==> src/rtl/wake_reset_seq.sv <==
module wake_reset_seq #(
  parameter int W  = 8,
  parameter int T0 = 300,
  parameter int T1 = 16000,
  parameter int T2 = 60000,
  parameter int T3 = 960000
) (
  input  logic         clk,
  input  logic         rst_n,
  input  logic         tick,
  input  logic         sleep_req,
  input  logic [W-1:0] wake_pins,
  input  logic         ext_clr,
  input  logic [1:0]   dly_sel,
  output logic         core_run,
  output logic         dir_reset,
  output logic         wake_cause
);
  localparam int TM01 = (T0 > T1) ? T0 : T1;
  localparam int TM23 = (T2 > T3) ? T2 : T3;
  localparam int TMAX = (TM01 > TM23) ? TM01 : TM23;
  localparam int CW   = $clog2(TMAX + 1);

  typedef enum logic [1:0] {S_RST, S_SETTLE, S_RUN, S_SLEEP} st_t;

  st_t           st;
  logic [CW-1:0] cnt, lim, sel_lim;
  logic [W-1:0]  s1, s2, snap;

  always_comb
    case (dly_sel)
      2'd0:    sel_lim = CW'(T0);
      2'd1:    sel_lim = CW'(T1);
      2'd2:    sel_lim = CW'(T2);
      default: sel_lim = CW'(T3);
    endcase

  always_ff @(posedge clk or negedge rst_n)
    if (!rst_n) begin
      st <= S_RST; cnt <= '0; lim <= '0; snap <= '0;
      s1 <= '0; s2 <= '0; wake_cause <= 1'b0;
    end else begin
      s1 <= wake_pins;
      s2 <= s1;
      if (ext_clr) begin
        st <= S_RST;
        wake_cause <= 1'b1;
      end else
        case (st)
          S_RST: begin
            st  <= S_SETTLE;
            cnt <= '0;
            lim <= sel_lim;
          end
          S_SETTLE:
            if (tick) begin
              if (cnt == lim - CW'(1)) st <= S_RUN;
              else cnt <= cnt + CW'(1);
            end
          S_RUN:
            if (sleep_req) begin
              st <= S_SLEEP;
              snap <= s2;
              wake_cause <= 1'b0;
            end
          S_SLEEP:
            if (s2 != snap) begin
              st <= S_RST;
              wake_cause <= 1'b0;
            end
        endcase
    end

  assign core_run  = (st == S_RUN);
  assign dir_reset = (st == S_RST);

  p_no_run_in_reset_r6: assert property (@(posedge clk) disable iff (!rst_n)
    !(core_run && dir_reset));
  p_sleep_stops_core_r2: assert property (@(posedge clk) disable iff (!rst_n)
    core_run && sleep_req && !ext_clr |=> !core_run && !dir_reset);
  p_clear_resets_r5: assert property (@(posedge clk) disable iff (!rst_n)
    ext_clr |=> dir_reset && wake_cause);
  p_run_after_tick_r8: assert property (@(posedge clk) disable iff (!rst_n)
    $rose(core_run) |-> $past(tick));
  p_settle_no_sleep_r11: assert property (@(posedge clk) disable iff (!rst_n)
    st == S_SETTLE && !ext_clr |=> st != S_SLEEP);
  p_count_in_range_r7: assert property (@(posedge clk) disable iff (!rst_n)
    st == S_SETTLE |-> cnt < lim);
endmodule

==> config.mk <==
export PLATFORM = sky130hd
export DESIGN_NAME = wake_reset_seq
export DESIGN_NICKNAME = d
export VERILOG_FILES = /design/src/rtl/wake_reset_seq.sv
export SDC_FILE = /design/constraint.sdc
export NUM_CORES = 1
export LEC_CHECK = 0
export ABC_AREA = 1
export BUFFER_PORTS_ARGS = -buffer_cell sky130_fd_sc_hd__buf_2
export CAP_MARGIN = 30
export CORE_ASPECT_RATIO = 2
export CORE_MARGIN = 2
export CORE_UTILIZATION = 46
export DETAILED_ROUTE_END_ITERATION = 6
export REMOVE_ABC_BUFFERS = 1
export SLEW_MARGIN = 10
export SYNTH_ARGS = -nofsm -noshare
export SYNTH_HDL_FRONTEND = slang
export SYNTH_SLANG_ARGS = --single-unit
==> constraint.sdc <==
create_clock -name clk -period 2.18 [get_ports clk]
set_input_delay 0.436 -clock clk [delete_from_list [all_inputs] [get_ports clk]]
set_output_delay 0.436 -clock clk [all_outputs]
set_load 0.02 [all_outputs]
* After elaboration in Yosys (flattened, before gate mapping)
Cells that the tools add are included. W data, S select, Z words.
Operators by class: equal/unequal tests 13, add/sub/neg operators 2, mux-type cells 14, bitwise gates (word level) 1, reductions and logical operators 9
Operator list (number):
- $pmux W20 S3 | 1
- $mux W20 | 2
- $pmux W20 S2 | 1
- $add A20 B1 Y20 const B | 1
- $eq A20 B20 Y1 | 1
- $sub A20 B1 Y20 const B | 1
- $ne A3 B3 Y1 const B | 4
- $mux W2 | 5
- $ne A8 B8 Y1 | 1
- $pmux W2 S4 | 1
- $reduce_and A4 Y1 | 2
- $eq A2 B2 Y1 const B | 3
- $reduce_and A3 Y1 | 2
- $eq A2 B1 Y1 const B | 2
- $logic_not A2 Y1 | 2
- $ne A2 B2 Y1 const B | 2
- $mux W1 | 3
- $reduce_bool A3 Y1 | 1
- $pmux W1 S2 | 1
- $reduce_and A2 Y1 | 1
- $reduce_bool A2 Y1 | 1
- $not A1 Y1 | 1
Storage, ports and cells: bits of input ports 15, register bits 67, output and inout port bits 3, logic and storage cells 46

* Logic depth before layout (Yosys ltp)
depth after elaboration 6, mapped depth 17, gate-level depth less buffers 17

* Least setup slack after synthesis
Ideal clock, no wire load.
kind flip-flop to flip-flop, start register lim[8], end register cnt[4], arrival time 1.884 ns, buffers on the path 1, slack 0.178 ns, stages on the path, launching flop included 16, required time 2.062 ns, period minus slack after synthesis 2.002 ns, library setup time 0.118 ns, cell sequence dfrtp_1 -> inv_4 -> ha_1 -> nand2_1 -> inv_1 -> nor2_1 -> nand2_1 -> nor2_1 -> nand2_1 -> nor2_1 -> nand2_1 -> nor3_2 -> nand4_2 -> nand2_4 -> buf_6 -> o21ai_2
On the way: word-level cells in the longest chain between the ends 4
RTL lines:
- start: declaration | RTL line 27 | logic [CW-1:0] cnt, lim, sel_lim;
- start signal: assignment | RTL line 53 | lim <= sel_lim;
- $sub A20 B1 Y20 | RTL line 57 | if (cnt == lim - CW'(1)) st <= S_RUN;
- $eq A20 B20 Y1 | RTL line 57
- $ne A2 B2 Y1 (no line)
- $reduce_and A4 Y1 (no line)
- end signal: assignment | RTL line 58 | else cnt <= cnt + CW'(1);
- end: declaration | RTL line 27
Every way passes these cells. A chain may end at the register's enable or synchronous reset.

* Final worst setup path
start register lim[8], end register cnt[16]
Same word-level chain as after synthesis.

==> results.yml <==
cts:
  clk_path_buf_depth: 2
  cts.sinks: 56
  clockRootBuffer: "clkbuf_16"
  cts_made_buffers: 5
  cts_tree: "built"
  clock_latency_ns: 0.30
  htreeDepth: 2
  clkTransAtPathRegs_ns: 0.08
sta:
  rsz0062_at_grt: "yes"
  min_period_over_period: 0.965
  fin_crit_ns: 2.10
  maxSlewHeadroom: 0.516
  hold_ws_ns: 0.241
  fin_ws_ns: 0.0768
  finalSetupViolCount: 0
  tightest_slew_ns: 0.726
  slew_viol_final: 0
  fmax_mhz: 475
  clock_skew_ns: 0.00831
  hold_viol_final: 0
power_and_ir_drop:
  pwr-share-comb: 0.488
  power_mw: 4.37
  p_switching_mw: 1.82
  p_int_mw: 2.55
  power_frac_clock: 0.187
  p_seq_frac: 0.325
  p_per_area_nw_per_um2: 1090
  switching_share: 0.416
  ir_worst_vdd_v: 0.000550
  leakage_nw: 1.93
worst_setup_path:
  r2r_start: "lim[8]"
  cp-endpoint: "cnt[16]"
  critPathLaunchType: "register"
  crit_path_max_incr_delay_ns: 0.41
  crit_start: "lim[8]"
  critPathSlowestCell: "dfrtp_1"
  crit_chain: "inv_4 -> ha_4 -> nand2_1 -> inv_1 -> nor2_1 -> nand2_1 -> nor2_2 -> nand2_1 -> nor2_1 -> nand2_1 -> nor3_2 -> nand4_2 -> nand2_4 -> clkbuf_16 -> o21ai_2"
  path_max_fanout: 8
  worstPathArrival_ns: 2.30
  r2r_slack_ns: 0.08
  timing.rr.end: "cnt[16]"
  crit_top_cell: "nand2_1"
  crit_path_end_kind: "register"
  cp.required_ns: 2.37
  cp_top_family: "simple AND/OR/NAND/NOR gates"
  path_class: "register to register"
  critPathBufInv: 3
  r2r_cells: 15
  cp.depth: 15
placed_design:
  dp_slack_ns: 0.0435
  dp_cells: 564
  place_area_um2: 3770
  gp_congestion: 0.825
  portBuffers: 17
  dp_hpwl_mm: 5.58
synthesis:
  ys.flop_type: "dfrtp_1"
  yosysTopAreaCellShare: 0.398
  ys_seq_area_frac: 0.398
  synth.area.top_cells: "dfrtp_1, nand2_1, o21ai_2"
  async_reset_ff_frac: 1.00
  yosysMostFrequentCell: "nand2_1"
  yosys-top-cells-count: "nand2_1, dfrtp_1, inv_1"
  yosys_register_bits: 56
  synth_cell_types: 34
  synthCells: 452
  avgSynthCellArea_um2: 7.79
  synth_top_area_cell: "dfrtp_1"
  synth_edf_count: 0
  yosysWarnings: 0
  syn_area_um2: 3520
finish:
  stdcell_count: 576
  final_area_um2: 4020
  nets: 507
  antennaDiodeCount: 0
  n_fill_cell: 718
  area.growth.synth_to_final_pct: 14.2
  drive_gt1_frac: 0.251
detailed_routing:
  vias_per_cell: 4.91
  drc: 0
  firstDrtPassIters: 4
  drtAntennaViolNets: 0
  vias: 2831
  totalWireLength_mm: 7.60
  avgRoutedWirePerCell_um: 13.2
  drtIter0Drc: 175
global_route:
  gr-usage-met2: 0.324
  use_met1: 0.268
  antenna_found_initial: 0
  grt_pass1_vias: 2700
  top_usage_layer: "met2"
  grt_max_degree: 57
  use_met3: 0.0263
  grt_use_total: 0.199
  grt_pass1_wl_mm: 13.0
  grt-ovfl-total: 0
die:
  ios: 18
  initial_utilization: 0.470
  die_y_um: 128
  die_x_um: 65.9
  num_rows: 45
  dieArea_um2: 8410
  core_area_um2: 7490
min_path:
  worstHoldPathType: "input pin to register"
run_status:
  status: "complete, no violations"
job:
  max-cap-violations: 0
## metal layers
metal	wire [µm]	share of wire	vias up
met5	0	0	-
met4	163	0.021	0
met3	170	0.022	13
met2	3680	0.48	36
met1	3580	0.47	1280
li1	-	-	1502
## layout by cell type, fill, tap and decap left out, drive strengths merged, types with 9 or more instances in the layout
| cell type | n |
|---|---|
| nor2 | 36 |
| buf | 33 |
| or2 | 9 |
| clkbuf | 9 |
| o21ai | 39 |
| dfrtp | 56 |
| nand4 | 10 |
| xor2 | 12 |
| nand3 | 34 |
| inv | 46 |
| ha | 11 |
| nand2 | 157 |
## cells by family after synthesis
group / count (synthesis) / share of synthesized area
xor gates and xnor gates: 15 / 0.0394
and+or+nand+nor: 265 / 0.354
muxes: 2 / 0.00640
buffers and inverters: 60 / 0.0800
DFF: 56 / 0.398
AOI/OAI and AO/OA: 43 / 0.0832
adders and majority gates: 11 / 0.0391
## cell type report
type / count / area [µm²] / area share
clock inverters: 2 / 16.3 / 0.00404
flip-flops and latches: 56 / 1400 / 0.349
well taps: 94 / 118 / 0.0292
repair buffers: 36 / 318 / 0.0790
multi-input cells: 336 / 1860 / 0.463
inverters: 46 / 175 / 0.0436
clock buffers: 6 / 129 / 0.0320
## state kept, by name (all words and copies together), names as in the netlist
register,flops
wake_cause,1
snap,8
cnt,20
st,2
lim,9
s1,8
s2,8
## power by group through the flow
stage	clock [mW]	combinational (mW)	sequential, mW
finish	0.816	2.13	1.42
global route	0.875	2.41	1.45
CTS	0.842	1.95	1.42
detailed placement	0	1.94	1.44
global placement	0	1.93	1.44
floorplan	0	1.35	1.42
## how the worst min path moves through the flow
stage	to	slack [ns]	depth (start not counted)	from
final	s1[4]	0.24	1	wake_pins[4]
after floorplan	cnt[0]	0.14	0	rst_n
after detailed placement	s2[1]	0.34	0	s1[1]
after global routing	s1[1]	0.24	1	wake_pins[1]
after CTS	s1[7]	0.24	1	wake_pins[7]
after global placement	s2[2]	0.33	0	s1[2]
## timing repair
action / 4_1_cts / 5_1_grt
gates resized for setup: 0 / 8
hold buffers: 0 / 0
buffers inserted: 0 / 1
endpoints found under the setup margin: 0 / 22
## per-stage QoR
| stage | setup TNS (ns) | utilization |
|---|---|---|
| after floorplan | -0.931 | - |
| after global placement | 0 | 0.503 |
| after detailed placement | 0 | 0.503 |
| after CTS | 0 | 0.522 |
| after global routing | -1.53 | 0.537 |
| final | 0 | 0.537 |
(Power assumes the default switching activity.)
